==> src/rtl/uart_addr_rx_pkg.sv <==
package uart_addr_rx_pkg;

  typedef enum logic [1:0] {
    ST_IDLE,
    ST_START,
    ST_DATA,
    ST_STOP
  } rxState_t;

  // strobes from the control to the datapath
  typedef struct packed {
    logic shift;    // sample bitVal into the shift register
    logic bitVal;   // sampled line level
    logic done;     // frame finished, commit candidate
    logic stopBad;  // stop bit was low
  } rxStrobe_t;

endpackage

==> src/rtl/uart_addr_rx_ctrl.sv <==
module uart_addr_rx_ctrl
  import uart_addr_rx_pkg::*;
#(
  parameter int OSR    = 16,
  parameter int DATA_W = 8
) (
  input  logic      clk,
  input  logic      rstN,
  input  logic      rxIn,
  input  logic      baudTick,
  input  logic      enable,
  input  logic      nineBit,
  input  logic      invert,
  input  logic      ovrIn,
  output rxStrobe_t stb
);

  localparam int CNT_W = $clog2(OSR);
  localparam int IDX_W = $clog2(DATA_W + 2);
  localparam logic [CNT_W-1:0] MID_C  = CNT_W'(OSR / 2);
  localparam logic [CNT_W-1:0] VOTE_A = CNT_W'(OSR / 2 - 2);
  localparam logic [CNT_W-1:0] VOTE_B = CNT_W'(OSR / 2 - 1);
  localparam logic [CNT_W-1:0] LAST_C = CNT_W'(OSR - 1);

  rxState_t         state;
  logic [1:0]       syncQ;
  logic             line;
  logic [CNT_W-1:0] tickCnt;
  logic [IDX_W-1:0] bitIdx;
  logic [IDX_W-1:0] lastIdx;
  logic [1:0]       votes;
  logic             startOk;

  assign line    = syncQ[1];
  assign lastIdx = nineBit ? IDX_W'(DATA_W) : IDX_W'(DATA_W - 1);
  // majority of three: at least two samples low confirms the start bit
  assign startOk = ((!votes[0]) && (!votes[1])) || ((!votes[0]) && (!line)) ||
                   ((!votes[1]) && (!line));

  always_ff @(posedge clk) begin
    if (!rstN) begin
      syncQ <= 2'b11;
    end else begin
      syncQ <= {syncQ[0], rxIn ^ invert};
    end
  end

  always_ff @(posedge clk) begin
    if (!rstN || !enable) begin
      state   <= ST_IDLE;
      tickCnt <= '0;
      bitIdx  <= '0;
      votes   <= 2'b11;
    end else if (baudTick) begin
      unique case (state)
        ST_IDLE: begin
          tickCnt <= '0;
          bitIdx  <= '0;
          if (!line && !ovrIn) begin
            state <= ST_START;
          end
        end
        ST_START: begin
          tickCnt <= tickCnt + 1'b1;
          if (tickCnt == VOTE_A) votes[0] <= line;
          if (tickCnt == VOTE_B) votes[1] <= line;
          if (tickCnt == MID_C) begin
            tickCnt <= '0;
            state   <= startOk ? ST_DATA : ST_IDLE;
          end
        end
        ST_DATA: begin
          tickCnt <= tickCnt + 1'b1;
          if (tickCnt == LAST_C) begin
            tickCnt <= '0;
            bitIdx  <= bitIdx + 1'b1;
            if (bitIdx == lastIdx) state <= ST_STOP;
          end
        end
        ST_STOP: begin
          tickCnt <= tickCnt + 1'b1;
          if (tickCnt == LAST_C) begin
            tickCnt <= '0;
            state   <= ST_IDLE;
          end
        end
        default: state <= ST_IDLE;
      endcase
    end
  end

  always_comb begin
    stb         = '0;
    stb.bitVal  = line;
    stb.stopBad = !line;
    stb.shift   = enable && baudTick && (state == ST_DATA) && (tickCnt == LAST_C);
    stb.done    = enable && baudTick && (state == ST_STOP) && (tickCnt == LAST_C);
  end


  no_start_in_ovr_chk: assert property (@(posedge clk) disable iff (!rstN)
    (state == ST_IDLE && ovrIn) |=> (state == ST_IDLE));


  idle_when_off_chk: assert property (@(posedge clk) disable iff (!rstN)
    (!enable) |=> (state == ST_IDLE));

endmodule

==> src/rtl/uart_addr_rx_dpath.sv <==
module uart_addr_rx_dpath
  import uart_addr_rx_pkg::*;
#(
  parameter int DATA_W = 8,
  parameter int DEPTH  = 2
) (
  input  logic              clk,
  input  logic              rstN,
  input  rxStrobe_t         stb,
  input  logic              enable,
  input  logic              nineBit,
  input  logic              addrDetect,
  input  logic              pop,
  output logic [DATA_W-1:0] headData,
  output logic              headFrameErr,
  output logic              headBit9,
  output logic              ovr,
  output logic              ready
);

  localparam int ENT_W = DATA_W + 2;
  localparam int PTR_W = (DEPTH > 1) ? $clog2(DEPTH) : 1;
  localparam int CNT_W = $clog2(DEPTH + 1);
  localparam logic [PTR_W-1:0] LAST_P = PTR_W'(DEPTH - 1);
  localparam logic [CNT_W-1:0] FULL_C = CNT_W'(DEPTH);

  logic [DATA_W:0]    shiftReg;
  logic [ENT_W-1:0]   mem [DEPTH];
  logic [PTR_W-1:0]   wrPtr, rdPtr;
  logic [CNT_W-1:0]   count;
  logic               charBit9;
  logic [DATA_W-1:0]  charData;
  logic               keep, full, popOk, pushOk, ovrSet;

  assign charBit9 = nineBit ? shiftReg[DATA_W] : 1'b0;
  assign charData = nineBit ? shiftReg[DATA_W-1:0] : shiftReg[DATA_W:1];
  assign keep     = !(nineBit && addrDetect && !charBit9);
  assign full     = (count == FULL_C);
  assign popOk    = pop && (count != '0);
  assign pushOk   = stb.done && keep && (!full || popOk);
  assign ovrSet   = stb.done && keep && full && !popOk;

  always_ff @(posedge clk) begin
    if (!rstN) begin
      shiftReg <= '0;
    end else if (stb.shift) begin
      shiftReg <= {stb.bitVal, shiftReg[DATA_W:1]};
    end
  end

  always_ff @(posedge clk) begin
    if (pushOk) begin
      mem[wrPtr] <= {stb.stopBad, charBit9, charData};
    end
  end

  always_ff @(posedge clk) begin
    if (!rstN || !enable) begin
      wrPtr <= '0;
      rdPtr <= '0;
      count <= '0;
      ovr   <= 1'b0;
    end else begin
      if (pushOk) wrPtr <= (wrPtr == LAST_P) ? '0 : wrPtr + 1'b1;
      if (popOk)  rdPtr <= (rdPtr == LAST_P) ? '0 : rdPtr + 1'b1;
      if (pushOk && !popOk)      count <= count + 1'b1;
      else if (popOk && !pushOk) count <= count - 1'b1;
      if (ovrSet) ovr <= 1'b1;
    end
  end

  assign headData     = mem[rdPtr][DATA_W-1:0];
  assign headBit9     = mem[rdPtr][DATA_W];
  assign headFrameErr = mem[rdPtr][DATA_W+1];
  assign ready        = (count != '0);


  fifo_bound_chk: assert property (@(posedge clk) disable iff (!rstN)
    count <= FULL_C);


  ovr_hold_chk: assert property (@(posedge clk) disable iff (!rstN)
    (ovr && enable) |=> ovr);


  off_flush_chk: assert property (@(posedge clk) disable iff (!rstN)
    (!enable) |=> (count == '0 && !ovr));


  addr_drop_chk: assert property (@(posedge clk) disable iff (!rstN)
    (enable && stb.done && nineBit && addrDetect && !shiftReg[DATA_W] && !pop)
      |=> ($stable(count) && $stable(ovr)));

endmodule

==> src/rtl/uart_addr_rx.sv <==
module uart_addr_rx
  import uart_addr_rx_pkg::*;
#(
  parameter int OSR    = 16,
  parameter int DATA_W = 8,
  parameter int DEPTH  = 2
) (
  input  logic              clk,
  input  logic              rstN,
  input  logic              rxIn,
  input  logic              baudTick,
  input  logic              rxEnable,
  input  logic              nineBit,
  input  logic              addrDetect,
  input  logic              invertRx,
  input  logic              intEnable,
  input  logic              popData,
  output logic [DATA_W-1:0] dataOut,
  output logic [2:0]        statusWord,
  output logic              rxReady,
  output logic              rxIrq
);

  rxStrobe_t stb;
  logic      ovr, headFrameErr, headBit9;

  uart_addr_rx_ctrl #(.OSR(OSR), .DATA_W(DATA_W)) u_ctrl (
    .clk      (clk),
    .rstN     (rstN),
    .rxIn     (rxIn),
    .baudTick (baudTick),
    .enable   (rxEnable),
    .nineBit  (nineBit),
    .invert   (invertRx),
    .ovrIn    (ovr),
    .stb      (stb)
  );

  uart_addr_rx_dpath #(.DATA_W(DATA_W), .DEPTH(DEPTH)) u_dpath (
    .clk          (clk),
    .rstN         (rstN),
    .stb          (stb),
    .enable       (rxEnable),
    .nineBit      (nineBit),
    .addrDetect   (addrDetect),
    .pop          (popData),
    .headData     (dataOut),
    .headFrameErr (headFrameErr),
    .headBit9     (headBit9),
    .ovr          (ovr),
    .ready        (rxReady)
  );

  assign statusWord = {ovr, headFrameErr && rxReady, headBit9 && rxReady};
  assign rxIrq      = rxReady && intEnable;

endmodule

==> config.mk <==
export PLATFORM = sky130hd
export DESIGN_NAME = uart_addr_rx
export DESIGN_NICKNAME = d
export VERILOG_FILES = /design/src/rtl/uart_addr_rx_pkg.sv /design/src/rtl/uart_addr_rx_ctrl.sv /design/src/rtl/uart_addr_rx_dpath.sv /design/src/rtl/uart_addr_rx.sv
export SDC_FILE = /design/constraint.sdc
export NUM_CORES = 1
export LEC_CHECK = 0
export ABC_AREA = 0
export BUFFER_PORTS_ARGS = -buffer_cell sky130_fd_sc_hd__buf_2
export CAP_MARGIN = 10
export CORE_ASPECT_RATIO = 0.5
export CORE_MARGIN = 5
export CORE_UTILIZATION = 30
export DETAILED_ROUTE_END_ITERATION = 6
export GPL_TIMING_DRIVEN = 0
export PLACE_DENSITY_LB_ADDON = 0.12
export SYNTH_ARGS = -nofsm -noshare
export SYNTH_HDL_FRONTEND = slang
export SYNTH_SLANG_ARGS = --single-unit
==> constraint.sdc <==
create_clock -name clk -period 2.53 [get_ports clk]
set_input_delay 0 -clock clk [delete_from_list [all_inputs] [get_ports clk]]
set_output_delay 0 -clock clk [all_outputs]
set_load 0.02 [all_outputs]
==> flow_summary_export.csv, run 1 <==
group,metric,value,unit
outcome,outcome,"complete, no violations",
flow_run,maxCapViolCount,0,
setup_path,crit_required,2.45,ns
clock_network,clkTransAtPathRegs,0.07,ns
clock_network,postCtsSetupBuffers,0,
yosys,ys_types,40,
yosys,synth_nets,221,
floorplanning,num_io_pins,23,
timing,fmax,430,MHz
global_routing,grt_usage,9.66,%
clock_network,htreeDepth,2,
placed_design,port_buffers,22,
setup_path,max_stage_delay,0.51,ns
detailed_routing,num_vias,1544,
clock_network,numCtsBuffers,5,
yosys,synth-seq-cells,49,
floorplanning,dieHeight,71.3,µm
setup_path,arrival,2.24,ns
floorplanning,start_util,30.8,%
power,p_int,0.00121,W
yosys,synth_edf_count,20,
detailed_routing,wl,4.36,mm
final_layout,nFillCells,735,
timing,rsz0062_at_grt,"false",
power,power_density,571,nW/µm²
final_layout,final_area,2660,µm²
yosys,ys_seq_area_share,52.4,%
final_layout,nets,253,
floorplanning,core_area,7320,µm²
timing,skew,0.00502,ns
power,peakVddDrop,0.000438,V
yosys,synthArstFlopShare,0,%
detailed_routing,ant_nets,0,
detailed_routing,wl_per_cell,13.0,µm
final_layout,multiInputGateArea,996,µm²
clock_network,cts-root-buf,"clkbuf_16",
timing,final.setup.tns,0,ns
timing,setup_viol,0,
clock_network,clkSinkCount,49,
global_routing,grt_max_degree,17,
final_layout,antenna_cells,0,
setup_path,start_kind,"register",
setup_path,path_class,"register to register",
power,swShare,20.6,%
placed_design,placed_area,2480,µm²
detailed_routing,first_pass_iters,4,
detailed_routing,vias_per_cell,4.61,
timing,drv_slew,0,
power,p_seq_share,53.9,%
timing,slew_headroom,57.9,%
setup_path,slowest_stage,"nor2b_2",
setup_path,path_cells,"ha_1 -> nand3_1 -> nor4b_2 -> and2b_2 -> nor2b_2",
timing,finalCriticalPeriod,2.33,ns
min_path,hold_class,"primary input to register",
timing,post-route-period-util,91.9,%
clock_network,cts_tree,"yes",
floorplanning,die_area,9450,µm²
power,power_frac_comb,3.1,%
yosys,syn_area,2250,µm²
placed_design,hpwl,3.02,mm
yosys,syn_avg_cell_area,10.9,µm²
power,p_switching,0.000312,W
detailed_routing,drc,0,
global_routing,grt_first_pass_wirelength,7.40,mm
placed_design,place_congestion,0.774,
floorplanning,row_count,22,
yosys,syn_inst,206,
global_routing,overflow,0,
power,power,0.00152,W
timing,worst_slew_pin_slew,0.631,ns
setup_path,crit_path_end_kind,"register",
final_layout,drive_gt1_share,23.0,%
final_layout,area_growth,18.2,%
power,p_leak,0.991,nW
global_routing,antenna_found_initial,0,
yosys,synthFlopType,"dfxtp_1",
yosys,ys_warn_count,0,
clock_network,clk_latency,0.28,ns
detailed_routing,dr.first_iter.drc_count,65,
global_routing,grt_pass1_vias,1521,
floorplanning,die_w,133,µm
final_layout,register_area,1180,µm²
timing,hold_viol,0,
clock_network,clock_path_buffers,2,
power,p_clk_share,42.9,%
setup_path,critPathMaxFanout,10,
==> final timing paths <==
kind	start	endpoint	slack [ns]	depth (start not counted)
setup / recovery	u_ctrl.tickCnt[1]	u_dpath.mem[0][8]	0.20	5
hold / removal	popData	u_dpath.ovr	0.06	4
hold reg to reg	u_ctrl.syncQ[0]	u_ctrl.syncQ[1]	0.41	1
setup reg to reg	u_ctrl.tickCnt[1]	u_dpath.mem[0][8]	0.20	5
==> layout make-up <==
class                      instances  share of cell area, %
buffer                            12                   2.11
clock buffer                       5                   4.70
clock inverter                     3                  0.799
inverter                           6                  0.846
multi-input combinational        139                   37.4
sequential                        49                   44.4
tap                               96                   4.51
timing repair buffer              25                   5.26
==> synth_stat cells (all sizes together), types with 2 or more instances <==
library cell / count / share of area, %
dfxtp: 29 / 26
edfxtp: 20 / 27
mux2: 16 / 8.0
nor2: 14 / 2.3
mux2i: 13 / 5.8
nor2b: 12 / 3.3
nand2: 10 / 1.7
o21ai: 8 / 1.8
a21oi: 7 / 1.6
clkbuf: 7 / 1.2
nand3: 7 / 1.6
inv: 6 / 1.0
nand2b: 6 / 1.7
and2: 5 / 1.4
buf: 5 / 1.3
ha: 5 / 2.8
nor3: 4 / 0.89
o211ai: 3 / 1.0
or3: 3 / 0.83
xor2: 3 / 1.2
a21o: 2 / 0.67
a22oi: 2 / 0.67
nand3b: 2 / 0.67
or4: 2 / 0.67
==> critical path, delay by kind of cell (launching register included) <==
family,cells,cell delay (ns)
adder cells (fa/ha/maj),1,0.30
AND/OR/NAND/NOR,4,1.26
flip-flops,1,0.40
==> power groups by stage <==
stage	logic, W	clock network (W)	registers, W
global route	0.0000530	0.000720	0.000819
detailed placement	0.0000428	0	0.000837
global placement	0.0000428	0	0.000837
finish	0.0000473	0.000652	0.000819
CTS	0.0000479	0.000678	0.000819
floorplan	0.0000248	0	0.000837
==> kinds of logic (layout without fill, tap and decap cells) <==
kind of cell	Yosys count	in the layout	share of synthesized area, %
fa+ha+maj	6	6	3.28
xor+xnor	4	4	1.55
simple gates	72	72	17.8
mux	29	29	13.8
buf+inv	18	51	3.50
flops	49	49	52.4
compound gates	28	28	7.72
==> registers in the layout, indices dropped and copies added (netlist names), named ones only <==
register and cells:
u_dpath.mem 20, u_dpath.wrPtr 1, u_dpath.rdPtr 1, u_dpath.shiftReg 9, u_ctrl.votes 2, u_ctrl.state 1, u_ctrl.bitIdx 4, u_ctrl.tickCnt 4
u_dpath.ovr 1, u_ctrl.syncQ 2, u_dpath.count 2
==> layer usage <==
metal  part of all wire [%]  vias to the layer above  GRT usage, %
li1                       -                      798             -
met1                     50                      726          12.7
met2                     46                       18          15.4
met3                    3.3                        2          2.95
met4                   0.73                        0          3.23
met5                      0                        -             0
==> through the flow <==
stage,util [%],hold slack [ns],std cells,worst slack [ns]
after floorplan,-,0.0730,206,0.391
after global placement,33.9,0.209,324,-0.187
after detailed placement,33.9,0.217,324,-0.151
after CTS,36.4,0.0524,335,0.150
after global routing,36.4,0.0913,335,0.0146
final,36.4,0.0572,335,0.204
==> what timing repair did <==
item / in CTS / in global routing
hold buffers: 3 / 0
setup endpoints to repair: 10 / 0
resized for setup: 1 / 0
endpoints found under the hold margin: 2 / 0
==> cell usage in the layout (no fill, tap or decap), types with 5 or more instances in the layout <==
master     count
nand3_1        7
nor2b_1       11
nand2b_1       6
dfxtp_1       29
a21oi_1        7
inv_1          6
buf_2         25
and2_1         5
clkbuf_1       7
nand2_1       10
clkbuf_16      5
edfxtp_1      20
ha_1           5
nor2_1        14
mux2i_1       13
mux2_2        16
o21ai_0        8
Power figures use the tool's default switching activity.
==> run 2: changes to the inputs <==
--- a/config.mk
+++ b/config.mk
@@ -10,7 +10,7 @@
 export CAP_MARGIN = 10
 export CORE_ASPECT_RATIO = 0.5
 export CORE_MARGIN = 5
-export CORE_UTILIZATION = 30
+export CORE_UTILIZATION = 32
 export DETAILED_ROUTE_END_ITERATION = 6
 export GPL_TIMING_DRIVEN = 0
 export PLACE_DENSITY_LB_ADDON = 0.12
==> flow_summary_export.csv, run 2 (synthesized netlist as in run 1, its figures left out) <==
group,metric,value,unit
clock_network,htreeDepth,2,
floorplanning,row_count,21,
detailed_routing,wl,4.37,mm
power,p_leak,0.996,nW
final_layout,nets,253,
timing,post-route-period-util,90.7,%
timing,hold_viol,0,
clock_network,clkTransAtPathRegs,0.07,ns
detailed_routing,ant_nets,0,
setup_path,path_cells,"ha_1 -> nand3_1 -> nor4b_2 -> and2b_2 -> nor2b_2",
final_layout,final_cell_mix,"29 x dfxtp_1, 25 x buf_2, 20 x edfxtp_1",
outcome,outcome,"complete, no violations",
final_layout,drive_gt1_share,23.0,%
floorplanning,start_util,33.4,%
power,power_density,580,nW/µm²
setup_path,start_kind,"register",
placed_design,place_congestion,0.759,
detailed_routing,num_vias,1553,
global_routing,overflow,0,
floorplanning,core_area,6750,µm²
final_layout,area_growth,18.0,%
timing,hold_slack,0.0556,ns
timing,finalCriticalPeriod,2.29,ns
detailed_routing,dr.first_iter.drc_count,88,
flow_run,maxCapViolCount,0,
clock_network,numCtsBuffers,5,
global_routing,grt_max_degree,18,
placed_design,hpwl,3.03,mm
timing,setup_viol,0,
setup_path,slowest_stage,"nor2b_2",
placed_design,port_buffers,22,
final_layout,largest_reg_flops,20,
timing,slew_headroom,55.7,%
final_layout,top_regs,"u_dpath.mem x20, u_dpath.shiftReg x9",
clock_network,clock_path_buffers,2,
global_routing,antenna_found_initial,0,
timing,drv_slew,0,
detailed_routing,vias_per_cell,4.69,
clock_network,clkSinkCount,49,
timing,worst_slew_pin_slew,0.665,ns
final_layout,multiInputGateArea,996,µm²
floorplanning,dieHeight,69.3,µm
power,peakVddDrop,0.000270,V
global_routing,grt_usage,10.4,%
power,power,0.00154,W
clock_network,cts-root-buf,"clkbuf_16",
setup_path,path_buf_inv,0,
final_layout,nFillCells,663,
final_layout,layout_commonest_cell,"dfxtp_1",
floorplanning,die_area,8920,µm²
detailed_routing,first_pass_iters,4,
setup_path,max_stage_delay,0.51,ns
setup_path,crit_required,2.46,ns
floorplanning,die_w,129,µm
setup_path,arrival,2.22,ns
floorplanning,num_io_pins,23,
min_path,hold_class,"primary input to register",
setup_path,critPathMaxFanout,10,
global_routing,grt_pass1_vias,1479,
final_layout,register_area,1180,µm²
setup_path,path_class,"register to register",
final_layout,regMostFlops,"u_dpath.mem",
timing,fmax,436,MHz
setup_path,path_delay_family,"simple AND/OR/NAND/NOR gates",
global_routing,grt_first_pass_wirelength,7.40,mm
detailed_routing,drc,0,
timing,skew,0.00343,ns
setup_path,crit_path_end_kind,"register",
timing,rsz0062_at_grt,"false",
detailed_routing,wl_per_cell,13.2,µm
clock_network,postCtsSetupBuffers,0,
clock_network,cts_tree,"yes",
clock_network,clk_latency,0.28,ns
final_layout,antenna_cells,0,
run 2: cell count changes in the layout (fill, tap and decap cells not counted):
| cell | delta |
|---|---|
| clkinv_2 | -1 |
| inv_6 | +1 |
| clkinvlp_4 | -1 |
| inv_4 | +1 |
run 2: area by class of cell:
class / instances / share of cell area, %
well taps: 92 / 4.33
flip-flops and latches: 49 / 44.4
clock buffers: 5 / 4.70
plain buffers: 12 / 2.12
clock inverters: 3 / 0.894
inverters: 6 / 0.847
repair buffers: 25 / 5.27
multi-input cells: 139 / 37.4
run 2: report_power, final:
| part | internal [W] | switching [W] | total (W) |
|---|---|---|---|
| registers | 0.000817 | 0.00000147 | 0.000819 |
| clock network | 0.000374 | 0.000304 | 0.000678 |
| logic | 0.0000211 | 0.0000258 | 0.0000468 |
run 2: per-stage QoR:
stage               instances  worst slack (ns)  utilization, %  cell area, µm²  TNS (ns)
floorplan                 206             0.391               -            2250         0
detailed placement        320           -0.0964            36.7            2480    -0.957
global placement          320            -0.126            36.7            2480     -1.25
CTS                       331             0.196            39.4            2660         0
global route              331            0.0452            39.4            2660         0
finish                    331             0.235            39.4            2660         0
run 2: worst paths after layout:
path                            depth (start not counted)           endpoint              start  slack, ns
worst min-delay path                                    4        u_dpath.ovr            popData       0.06
worst max register to register                          5  u_dpath.mem[0][4]  u_ctrl.tickCnt[1]       0.24
worst max-delay path                                    5  u_dpath.mem[0][4]  u_ctrl.tickCnt[1]       0.24
worst min register to register                          1    u_ctrl.syncQ[1]    u_ctrl.syncQ[0]       0.42
run 2: timing repair:
| item | 4_1_cts | 5_1_grt |
|---|---|---|
| hold endpoints to repair | 2 | 0 |
| hold buffers | 3 | 0 |
| endpoints found under the setup margin | 10 | 0 |
| gates resized for setup | 1 | 0 |
run 2: worst register-to-register path: stages (launching register included):
cell and delay [ns]:
dfxtp_1 0.40, ha_1 0.29, nand3_1 0.17, nor4b_2 0.34, and2b_2 0.23, nor2b_2 0.51
run 2: layer usage:
metal	track usage, %	up-vias	share of wire [%]
met5	0	-	0
met4	2.79	0	0.91
met3	3.23	4	2.3
met2	16.6	13	48
met1	13.6	736	49
li1	-	800	-
==> run 3: changes to the inputs <==
--- a/config.mk
+++ b/config.mk
@@ -11,6 +11,7 @@
 export CORE_ASPECT_RATIO = 0.5
 export CORE_MARGIN = 5
 export CORE_UTILIZATION = 32
+export CTS_BUF_LIST = sky130_fd_sc_hd__clkbuf_8
 export DETAILED_ROUTE_END_ITERATION = 6
 export GPL_TIMING_DRIVEN = 0
 export PLACE_DENSITY_LB_ADDON = 0.12
==> flow_summary_export.csv, run 3 (synthesized netlist as in run 1, its figures left out) <==
group,metric,value,unit
outcome,outcome,"complete, no violations",
timing,hold_slack,0.0260,ns
min_path,min_path_cells,4,
final_layout,regMostFlops,"u_dpath.mem",
detailed_routing,vias_per_cell,4.65,
final_layout,largest_reg_flops,20,
timing,finalCriticalPeriod,2.29,ns
final_layout,area_growth,15.5,%
global_routing,overflow,0,
final_layout,final_cell_mix,"29 x dfxtp_1, 25 x buf_2, 20 x edfxtp_1",
timing,drv_slew,0,
detailed_routing,first_pass_iters,4,
power,p_leak,0.971,nW
final_layout,nFillCells,673,
global_routing,use_met1,13.5,%
setup_path,path_class,"register to register",
global_routing,busiest_layer,"met2",
placed_design,hpwl,3.03,mm
global_routing,met2_usage,16.2,%
detailed_routing,ant_nets,0,
setup_path,worst-r2r-setup-slack,0.24,ns
final_layout,final_area,2600,µm²
clock_network,clk_latency,0.31,ns
floorplanning,num_io_pins,23,
setup_path,crit_path_end_kind,"register",
floorplanning,core_area,6750,µm²
placed_design,dp_slack,-0.0964,ns
power,peakVddDrop,0.000198,V
setup_path,reg2regPathDepth,5,
min_path,worstHoldStart,"popData",
floorplanning,die_w,129,µm
floorplanning,start_util,33.4,%
setup_path,r2r_end,"u_dpath.mem[0][4]",
timing,post-route-period-util,90.6,%
setup_path,critPathMaxFanout,10,
global_routing,grt_pass1_vias,1495,
detailed_routing,wl,4.31,mm
setup_path,r2r-start,"u_ctrl.tickCnt[1]",
global_routing,grt_first_pass_wirelength,7.36,mm
final_layout,utilization,38.6,%
timing,rsz0062_at_grt,"false",
final_layout,nets,253,
setup_path,start_kind,"register",
timing,setup_ws,0.237,ns
detailed_routing,wl_per_cell,13.0,µm
clock_network,cts-root-buf,"clkbuf_8",
final_layout,top_regs,"u_dpath.mem x20, u_dpath.shiftReg x9",
final_layout,final_cells,331,
placed_design,placed_area,2480,µm²
detailed_routing,drc,0,
clock_network,clkTransAtPathRegs,0.09,ns
timing,hold_viol,0,
timing,skew,0.00623,ns
placed_design,placed_cells,320,
floorplanning,row_count,21,
flow_run,maxCapViolCount,0,
final_layout,antenna_cells,0,
timing,slew_headroom,55.8,%
floorplanning,dieHeight,69.3,µm
min_path,hold_class,"primary input to register",
power,power_density,518,nW/µm²
detailed_routing,dr.first_iter.drc_count,67,
global_routing,use_met3,3.69,%
timing,worst_slew_pin_slew,0.664,ns
placed_design,place_congestion,0.759,
setup_path,crit_required,2.48,ns
placed_design,port_buffers,22,
clock_network,clock_path_buffers,2,
clock_network,numCtsBuffers,5,
global_routing,grt_usage,10.3,%
final_layout,layout_commonest_cell,"dfxtp_1",
clock_network,clkSinkCount,49,
clock_network,cts_tree,"yes",
timing,setup_viol,0,
final_layout,drive_gt1_share,23.0,%
floorplanning,die_area,8920,µm²
global_routing,antenna_found_initial,0,
detailed_routing,num_vias,1540,
setup_path,arrival,2.24,ns
min_path,holdPathEnd,"u_dpath.ovr",
global_routing,grt_max_degree,18,
timing,fmax,436,MHz
clock_network,htreeDepth,2,
-- run 3: worst max-delay path, stage by stage (launching register included) --
cell and delay, ns:
dfxtp_1 0.41, ha_1 0.30, nand3_1 0.17, nor4b_2 0.34, and2b_2 0.23, nor2b_2 0.49
-- run 3: routing by layer --
metal  wire length [µm]  share of wire, %
met1               2090                49
met2               2040                47
met3                140               3.2
met4                 44               1.0
met5                  0                 0
-- run 3: worst max-delay path by stage --
| stage | start | slack (ns) | end | depth (start not counted) |
|---|---|---|---|---|
| after detailed placement | u_ctrl.tickCnt[1] | -0.1 | u_dpath.mem[0][0] | 5 |
| final | u_ctrl.tickCnt[1] | 0.24 | u_dpath.mem[0][4] | 5 |
| after global placement | u_ctrl.tickCnt[1] | -0.13 | u_dpath.mem[0][0] | 5 |
| after floorplan | u_ctrl.tickCnt[1] | 0.39 | u_dpath.mem[0][0] | 5 |
| after global routing | u_ctrl.tickCnt[1] | 0.04 | u_dpath.mem[0][4] | 5 |
| after CTS | u_ctrl.tickCnt[1] | 0.19 | u_dpath.mem[0][4] | 5 |
-- run 3: where the power goes --
group / switching, W / internal [W] / total, W
clock: 0.000281 / 0.000203 / 0.000484
sequential: 0.00000146 / 0.000817 / 0.000819
combinational: 0.0000252 / 0.0000211 / 0.0000462
-- run 3: metrics by stage --
stage / total power (W) / TNS (ns)
CTS: 0.00138 / 0
floorplan: 0.000861 / 0
global route: 0.00142 / 0
detailed placement: 0.000879 / -0.957
global placement: 0.000879 / -1.25
finish: 0.00135 / 0
-- run 3: final cells by class --
type	count	area, µm²	area share, %
inverter	6	22.5	0.865
multi-input combinational	139	996	38.3
clock inverter	3	23.8	0.913
buffer	12	56.3	2.16
tap	92	115	4.42
sequential	49	1180	45.4
timing repair buffer	25	140	5.38
clock buffer	5	68.8	2.64
-- run 3: what timing repair did --
action	4_1_cts	5_1_grt
resized for setup	1	0
hold endpoints to repair	2	0
hold buffers	3	0
buffers inserted	0	0
setup endpoints to repair	10	0
